[config.mk]
export PLATFORM = sky130hd
export DESIGN_NAME = page_ring_tracker
export DESIGN_NICKNAME = d
export VERILOG_FILES = /design/src/rtl/page_ring_pkg.sv /design/src/rtl/page_ring_ctrl.sv /design/src/rtl/page_ring_dp.sv /design/src/rtl/page_ring_tracker.sv
export SDC_FILE = /design/constraint.sdc
export NUM_CORES = 1
export LEC_CHECK = 0
export BUFFER_PORTS_ARGS = -buffer_cell sky130_fd_sc_hd__buf_2
export CORE_MARGIN = 8
export CORE_UTILIZATION = 40
export DETAILED_ROUTE_END_ITERATION = 7
export MAX_ROUTING_LAYER = met4
export PLACE_DENSITY = 0.66
export SETUP_SLACK_MARGIN = 0.3
export SLEW_MARGIN = 10
export SYNTH_ARGS = -nofsm -noshare
export SYNTH_HDL_FRONTEND = slang
export SYNTH_HIERARCHICAL = 1
export SYNTH_SLANG_ARGS = --single-unit
[constraint.sdc]
create_clock -name clk -period 3.5 [get_ports clk]
set_clock_uncertainty 0.1 [all_clocks]
set_input_delay 0.35 -clock clk [delete_from_list [all_inputs] [get_ports clk]]
set_output_delay 0.35 -clock clk [all_outputs]
set_load 0.02 [all_outputs]
[src/rtl/page_ring_pkg.sv]
package page_ring_pkg;

  typedef enum logic [1:0] {
    ST_RESET  = 2'd0,
    ST_STOP   = 2'd1,
    ST_RECORD = 2'd2
  } ringState_t;

  // strobes from control to datapath
  typedef struct packed {
    logic loadCfg;
    logic advance;
  } ringStrobe_t;

endpackage

[src/rtl/page_ring_ctrl.sv]
module page_ring_ctrl
  import page_ring_pkg::*;
(
  input  logic        clk,
  input  logic        rstN,
  input  logic        recordEn,
  input  logic        cfgApply,
  input  logic        pageDone,
  input  logic        regionEmpty,
  output ringStrobe_t strobe,
  output logic        recording
);

  ringState_t state, stateNext;

  always_comb begin
    stateNext = state;
    unique case (state)
      ST_RESET:  stateNext = ST_STOP;
      ST_STOP:   if (recordEn && !regionEmpty) stateNext = ST_RECORD;
      ST_RECORD: if (!recordEn) stateNext = ST_STOP;
      default:   stateNext = ST_STOP;
    endcase
  end

  always_ff @(posedge clk) begin
    if (!rstN) state <= ST_RESET;
    else       state <= stateNext;
  end

  always_comb begin
    strobe.loadCfg = cfgApply && (state == ST_STOP);
    strobe.advance = pageDone && (state == ST_RECORD);
  end

  assign recording = (state == ST_RECORD);

endmodule

[src/rtl/page_ring_dp.sv]
module page_ring_dp
  import page_ring_pkg::*;
#(
  parameter int PAGE_W = 21,
  parameter int SEQ_W  = 64,
  localparam int CNT_W = PAGE_W + 1
) (
  input  logic              clk,
  input  logic              rstN,
  input  ringStrobe_t       strobe,
  input  logic [PAGE_W-1:0] cfgStart,
  input  logic [CNT_W-1:0]  cfgCount,
  input  logic [SEQ_W-1:0]  pageSeq,
  output logic [PAGE_W-1:0] curPtr,
  output logic [PAGE_W-1:0] lastPage,
  output logic [SEQ_W-1:0]  lastSeq,
  output logic [CNT_W-1:0]  freshCount,
  output logic              regionEmpty,
  output logic              full
);

  logic [PAGE_W-1:0] regStart;
  logic [CNT_W-1:0]  regCount;
  logic [CNT_W-1:0]  offset;
  logic              atRegionEnd;

  assign atRegionEnd = (offset == regCount - 1'b1);
  assign regionEmpty = (regCount == '0);
  assign full        = !regionEmpty && (freshCount == regCount);

  always_ff @(posedge clk) begin
    if (!rstN) begin
      regStart   <= '0;
      regCount   <= '0;
      offset     <= '0;
      curPtr     <= '0;
      lastPage   <= '0;
      lastSeq    <= '0;
      freshCount <= '0;
    end else if (strobe.loadCfg) begin
      regStart   <= cfgStart;
      regCount   <= cfgCount;
      offset     <= '0;
      curPtr     <= cfgStart;
      freshCount <= '0;
    end else if (strobe.advance) begin
      lastPage <= curPtr;
      lastSeq  <= pageSeq;
      if (freshCount != regCount) freshCount <= freshCount + 1'b1;
      if (atRegionEnd) begin
        offset <= '0;
        curPtr <= regStart;
      end else begin
        offset <= offset + 1'b1;
        curPtr <= curPtr + 1'b1;
      end
    end
  end

endmodule

[src/rtl/page_ring_tracker.sv]
module page_ring_tracker
  import page_ring_pkg::*;
#(
  parameter int PAGE_W = 21,
  parameter int SEQ_W  = 64
) (
  input  logic              clk,
  input  logic              rstN,
  input  logic [PAGE_W-1:0] cfgStart,
  input  logic [PAGE_W:0]   cfgCount,
  input  logic              cfgApply,
  input  logic              recordEn,
  input  logic              pageDone,
  input  logic [SEQ_W-1:0]  pageSeq,
  output logic              wrValid,
  output logic [PAGE_W-1:0] wrAddr,
  output logic              recording,
  output logic [PAGE_W-1:0] lastPage,
  output logic [SEQ_W-1:0]  lastSeq,
  output logic [PAGE_W:0]   freshCount,
  output logic              full
);

  ringStrobe_t strobe;
  logic        regionEmpty;

  page_ring_ctrl u_ctrl (
    .clk        (clk),
    .rstN       (rstN),
    .recordEn   (recordEn),
    .cfgApply   (cfgApply),
    .pageDone   (pageDone),
    .regionEmpty(regionEmpty),
    .strobe     (strobe),
    .recording  (recording)
  );

  page_ring_dp #(.PAGE_W(PAGE_W), .SEQ_W(SEQ_W)) u_dp (
    .clk        (clk),
    .rstN       (rstN),
    .strobe     (strobe),
    .cfgStart   (cfgStart),
    .cfgCount   (cfgCount),
    .pageSeq    (pageSeq),
    .curPtr     (wrAddr),
    .lastPage   (lastPage),
    .lastSeq    (lastSeq),
    .freshCount (freshCount),
    .regionEmpty(regionEmpty),
    .full       (full)
  );

  assign wrValid = strobe.advance;

endmodule

==> results of run 1 <==
## worst max path at each step
stage / startpoint / to / cells after the start / slack, ps
6_report: u_dp/regCount[3] / u_dp/curPtr[3] / 11 / 310
5_1_grt: u_dp/regCount[3] / u_dp/curPtr[3] / 11 / 180
4_1_cts: u_dp/regCount[0] / u_dp/curPtr[2] / 12 / 300
3_5_place_dp: u_dp/regCount[5] / u_dp/curPtr[2] / 9 / 120
3_3_place_gp: u_dp/regCount[11] / u_dp/curPtr[3] / 8 / 220
2_1_floorplan: u_dp/regCount[11] / u_dp/curPtr[12] / 12 / 300
## kinds of logic (layout without fill, tap and decap cells)
kind of cell / after synthesis / after routing / synth area share (%)
and+or+nand+nor: 493 / 495 / 25.71
xor gates and xnor gates: 87 / 87 / 8.450
adders and majority gates: 4 / 4 / 0.5550
DFF: 195 / 195 / 43.29
AOI/OAI and AO/OA: 199 / 199 / 13.27
muxes: 41 / 41 / 4.565
buffers and inverters: 94 / 332 / 4.163
other: 0 / 1 / 0
## per-layer routing
layer | track usage [%] | up-vias | part of all wire [%] | wire length [µm]
met1 | 25.60 | 4120 | 44 | 12630
met5 | - | - | 0 | 0
met3 | 4.469 | 49 | 7.1 | 2062
li1 | - | 4289 | - | -
met2 | 32.09 | 376 | 47 | 13670
met4 | 6.601 | 0 | 2.3 | 671
## power by group
group	switching (µW)	internal (µW)	total [µW]
Clock	1040	992	2040
Sequential	70.3	2280	2350
Combinational	453	340	793
Total	1570	3610	5180
## metrics by stage
| step | hold WS (ps) | power, µW | cells | utilization, % | instance area (µm²) |
|---|---|---|---|---|---|
| 5_1_grt | 23.43 | 5387 | 1639 | 51.50 | 11520 |
| 2_1_floorplan | 345.0 | 2854 | 1113 | - | 9052 |
| 6_report | 32.51 | 5177 | 1639 | 51.50 | 11520 |
| 3_5_place_dp | 343.2 | 3082 | 1591 | 47.08 | 10530 |
| 3_3_place_gp | 338.8 | 3075 | 1591 | 47.08 | 10530 |
| 4_1_cts | 16.87 | 5133 | 1625 | 50.13 | 11210 |
## cells in the mapped netlist (all sizes together) (3+ instances only)
library cell | count | area share [%]
or2 | 5 | 0.35
and3 | 19 | 1.3
o211ai | 3 | 0.25
or3 | 15 | 1.1
a2111oi | 3 | 0.36
o31ai | 14 | 1.2
and2 | 8 | 0.57
a31oi | 11 | 0.76
a221oi | 4 | 0.39
clkbuf | 61 | 2.5
xor2 | 36 | 3.5
a311oi | 3 | 0.29
or4 | 6 | 0.50
nor4 | 16 | 1.4
nand4 | 19 | 1.3
mux2i | 40 | 4.4
nand3 | 34 | 1.9
nor2b | 4 | 0.28
inv | 17 | 0.71
nor4b | 4 | 0.39
and3b | 5 | 0.51
a211oi | 5 | 0.42
nand4b | 3 | 0.29
xnor2 | 51 | 5.0
nand2 | 225 | 9.4
dfxtp | 195 | 43
nor3 | 18 | 1.1
o31a | 3 | 0.29
and4 | 3 | 0.29
a21oi | 114 | 6.3
nor2 | 101 | 4.2
a31o | 4 | 0.39
o21ai | 19 | 1.1
ha | 4 | 0.56
buf | 16 | 0.92
nor3b | 5 | 0.47
## cell type report
class / instances / area (µm²) / share of cell area [%]
Timing Repair Buffer: 283 / 1570 / 13.63
Inverter: 17 / 66.31 / 0.5757
Multi-Input combinational cell: 826 / 4992 / 43.34
Antenna cell: 1 / 2.502 / 0.02173
Clock buffer: 17 / 425.4 / 3.693
Sequential cell: 195 / 3916 / 34.00
Tap cell: 285 / 356.6 / 3.096
Clock inverter: 15 / 188.9 / 1.640
## worst reg2reg max path, stage by stage (launching register included)
cell and delay, ps:
dfxtp_2 340, buf_6 130, nor4_4 320, buf_4 200, and3_1 140, a31oi_1 90
nor4_1 400, or4b_4 560, nor3_4 270, buf_6 170, nor3_2 40, o31a_1 300
## what timing repair did
item	in CTS	in global routing
buffers inserted	0	11
setup endpoints to repair	41	43
gates cloned	2	2
pin swaps	1	24
resized for setup	13	45
## registers in the layout, indices dropped and copies added, names as in the netlist
| name | flops |
|---|---|
| u_ctrl/state | 2 |
| u_dp/regStart | 21 |
| u_dp/lastSeq | 64 |
| u_dp/freshCount | 22 |
| u_dp/offset | 22 |
| u_dp/lastPage | 21 |
| u_dp/regCount | 22 |
| u_dp/curPtr | 21 |
==> impl_results.md, run 1 <==
- Total CTS buffers: 17
- Mean Syn Cell Area: between 8 and 9 µm²
- Syn Inst Count: 1113
- Hold wc startpoint: pageSeq[28]
- Most common cell on crit path: buf_6
- TNS Setup: 0 ps
- CTS tree: done
- Gp weighted congestion: between 0.8 and 0.9
- Die Wd: roughly 170 µm
- Commonest cells after routing, fill and taps aside: buf_2 (242), nand2_1 (224), dfxtp_1 (189)
- Pre-CTS setup slack: 115.8 ps
- Wire length per cell: about 18 µm
- Slowest-stage cell, CP: or4b_4
- GRT Overall Usage: between 20% and 30%
- Hold Path Depth: 3
- #FFs+latches synth: between 150 and 200
- Crit Path Category: reg2reg
- Final setup margin: roughly 310 ps
- Remaining global-route overflow: 0
- Final Hold Fails: 0
- # setup viols final: 0
- Area Growth Syn to Fin: 27.74%
- Initial Util: around two fifths
- Crit-path max cell delay: roughly 560 ps
- Tcrit/Tclk final: between 90% and 100%
- Cell Rows: between 50 and 60
- Initial antenna violation count: 1
- Worst skew pair latency: 440 ps
- Worst hold path class: in2reg
- Commonest non-fill, non-tap cell in the layout: buf_2
- R2r startpoint: u_dp/regCount[3]
- R2R cell count: 11
- Req. time, crit path: between 3000 and 4000 ps
- Fmax: 313.3 MHz
- Critical-path cell list: buf_6 > nor4_4 > buf_4 > and3_1 > a31oi_1 > nor4_1 > or4b_4 > nor3_4 > buf_6 > nor3_2 > o31a_1
- Worst R2R End: u_dp/curPtr[3]
- YS warnings: 6
- Cell leakage power: approximately 0.0047 µW
- Io pins: 243
- Die Area: roughly 28000 µm²
- Mapped Nets: 1229
- CP top delay family: simple AND/OR/NAND/NOR gates
- # hold bufs at CTS: 0
- Residual DRC: 0
- P per Cell Area: about 450 nW/µm²
- HPWL after DPL: roughly 20 mm
- Actual slew at the worst max-slew pin: roughly 900 ps
- CTS Buffer Depth: 2
- Clk sinks: between 150 and 200
- Largest net degree at the start of global routing: between 100 and 150
- Initial DRT Pass Iterations: 5
- Share of layout cells above drive strength 1: 27.86%
- Slew HR: approximately two fifths
- Vias in the first global route: 8067
- Final worst path period need: about 3200 ps
- CP Launch Type: flop
- Die Ht: roughly 170 µm
- Iter 0 DRT Violations: 885
- Via density: ~5.4
- CP arrival: between 3000 and 4000 ps
- Htree depth: 4
- PortBufs: 242
- FFs w/ async S/R, synth: 0%
- FILL cells: around 2100
- Fin. max-slew vios: 0
- Hold Path Sink: u_dp/lastSeq[28]
- Status: complete, no violations
- RSZ-0062 raised after global routing: true
- Max VDD drop: roughly 0.0003 V
- Clk root buf: clkbuf_16
- Syn Std Cell Area: approximately 9000 µm²
- First-pass GRT wire length: 44.97 mm
- R2R setup slack: 310 ps
- Max Cap Viol: 0
- Via count: ~9000
- Register area share after synthesis: 43.29%
- CP Buf/Inv Count: 3
- CORE AREA: 22370 µm²
- Clk slew on worst S/H paths: around 90 ps
- Post-synth EDFFs: 0
- Main synth FF type: dfxtp_1
- Crit end category: flop
- Nets: around 1500
- Antenna-violating nets left: 0
- Crit-path max FO: 7
- Count of cell types in the netlist: 62
- Total wire length: 29.04 mm
Note: power is estimated with default switching activity, not from simulation.
==> inputs of run 2 (changes only) <==
--- a/config.mk
+++ b/config.mk
@@ -10,7 +10,7 @@
 export CORE_UTILIZATION = 40
 export DETAILED_ROUTE_END_ITERATION = 7
 export MAX_ROUTING_LAYER = met4
-export PLACE_DENSITY = 0.66
+export PLACE_DENSITY_LB_ADDON = 0.08
 export SETUP_SLACK_MARGIN = 0.3
 export SLEW_MARGIN = 10
 export SYNTH_ARGS = -nofsm -noshare
==> run 2 against run 1 <==
First-iteration DRC count is 19% lower. Die area stayed put. Global-route usage is 0.10 points higher. Largest power group unchanged.
==> impl_results.md, run 2 (synthesis results as in run 1) <==
- Worst hold path class: in2reg
- Fmax: 314.9 MHz
- CTS tree: done
- Worst skew pair latency: roughly 440 ps
- Via density: around 5.3
- HPWL after DPL: slightly above 20 mm
- Crit-path max FO: 9
- Largest register FFs: between 60 and 70
- Final worst path period need: ~3200 ps
- Initial antenna violation count: 2
- Wire length per cell: 17.70 µm
- R2r startpoint: u_dp/regCount[11]
- CP Buf/Inv Count: 0
- Share of layout cells above drive strength 1: around 28%
- Initial DRT Pass Iterations: 5
- R2R cell count: 8
- Die Area: approximately 28000 µm²
- PortBufs: between 200 and 250
- Crit-path max cell delay: around 530 ps
- P per Cell Area: 446.8 nW/µm²
- # setup viols final: 0
- Clk slew on worst S/H paths: 80 ps
- TNS Setup: 0 ps
- Crit end category: flop
- Worst R2R End: u_dp/curPtr[3]
- Hold wc startpoint: pageSeq[25]
- Reg with most FFs: u_dp/lastSeq
- Cell Rows: 55
- Residual DRC: 0
- Clk root buf: clkbuf_16
- Antenna-violating nets left: 0
- Total wire length: around 29 mm
- Actual slew at the worst max-slew pin: 654.7 ps
- Via count: between 8000 and 9000
- Area Growth Syn to Fin: 27.56%
- Commonest cells after routing, fill and taps aside: buf_2 (242), nand2_1 (224), dfxtp_1 (191)
- Tcrit/Tclk final: 90.74%
- Commonest non-fill, non-tap cell in the layout: buf_2
- CP top delay family: simple AND/OR/NAND/NOR gates
- FILL cells: ~2200
- Initial Util: 40.32%
- CTS Buffer Depth: 2
- Slew HR: 56.35%
- Placed Cells: between 1500 and 2000
- Req. time, crit path: roughly 3700 ps
- Cell leakage power: 0.004731 µW
- Die Ht: between 150 and 200 µm
- Die Wd: 166.1 µm
- Status: complete, no violations
- Hold Path Depth: 3
- Critical-path cell list: or4_1 > or4_4 > o311a_1 > a2111oi_4 > and2_4 > or3_4 > o32ai_1 > o31a_1
- Non-Filler Instances: 1644
- CP arrival: between 3000 and 4000 ps
- Total CTS buffers: 17
- Largest net degree at the start of global routing: between 100 and 150
- Fin. max-slew vios: 0
- Max VDD drop: between 0.0003 and 0.0004 V
- Clk sinks: 195
- First-pass GRT wire length: between 40 and 50 mm
- Final setup margin: 324.1 ps
- CORE AREA: around 22000 µm²
- RSZ-0062 raised after global routing: true
- Hold Path Sink: u_dp/lastSeq[25]
- Gp weighted congestion: 0.8158
- Remaining global-route overflow: 0
- Crit Path Category: reg2reg
- Io pins: roughly 240
- Final Hold Fails: 0
- Min Hold Slack: about 35 ps
- Slowest-stage cell, CP: or4_1
- GRT Overall Usage: about a fifth
- Iter 0 DRT Violations: just over 700
- Pre-CTS setup slack: about 160 ps
- Max Cap Viol: 0
- R2R setup slack: around 320 ps
- Nets: 1460
- CP Launch Type: flop
- Vias in the first global route: between 8000 and 9000
- Layout Utilization: between 50 and 60%
- Htree depth: 4
-- run 2: cell types whose count changed in the layout (fill, tap and decap cells not counted), moves of 3 or more --
cell / previous run / this run
inv_12: 4 / 1
xnor2_1: 47 / 50
xnor2_2: 4 / 1
buf_4: 32 / 38
-- run 2: routing by layer --
layer | global-route usage (%) | wire length [µm] | vias up
met5 | - | 0 | -
met1 | 25.05 | 12990 | 4052
met3 | 3.779 | 1555 | 37
met4 | 6.877 | 574 | 0
li1 | - | - | 4291
met2 | 33.55 | 13970 | 272
-- run 2: timing repair --
action / CTS / global route
hold buffers: 0 / 0
buffers inserted: 0 / 18
pin swaps: 1 / 22
resized for setup: 8 / 38
setup endpoints to repair: 42 / 43
cloned: 0 / 3
hold endpoints to repair: 0 / 0
-- run 2: through the flow --
stage	total power, µW	cell area, µm²
3_3_place_gp	3086	10530
5_1_grt	5354	11500
4_1_cts	5098	11170
6_report	5139	11500
3_5_place_dp	3089	10530
2_1_floorplan	2854	9052
-- run 2: worst max path at each step --
stage | start | end | slack (ps) | cells after the start
final | u_dp/regCount[11] | u_dp/curPtr[3] | 320 | 8
after global routing | u_dp/regCount[3] | u_dp/curPtr[15] | 220 | 11
after CTS | u_dp/regCount[11] | u_dp/offset[21] | 250 | 9
after detailed placement | u_dp/regCount[11] | u_dp/offset[4] | 160 | 9
after global placement | u_dp/regCount[11] | u_dp/offset[14] | 200 | 9
after floorplan | u_dp/regCount[11] | u_dp/curPtr[12] | 300 | 12
-- run 2: where the power goes --
group | internal (µW) | switching [µW] | total [µW]
sequential | 2280 | 71.9 | 2350
combinational | 336 | 450 | 786
clock | 1000 | 1000 | 2000
-- run 2: cell type report --
cell class	instances	area, µm²	area share [%]
Multi-Input combinational cell	826	4969	43.20
Sequential cell	195	3909	33.98
Timing Repair Buffer	287	1593	13.85
Clock buffer	19	452.9	3.938
Tap cell	285	356.6	3.100
Clock inverter	13	151.4	1.316
Inverter	17	66.31	0.5765
Antenna cell	2	5.005	0.04351
-- run 2: worst reg2reg max path: stages, from the launching register on --
cell	delay, ps
dfxtp_1	310
or4_1	530
or4_4	520
o311a_1	400
a2111oi_4	320
and2_4	270
or3_4	220
o32ai_1	110
o31a_1	280
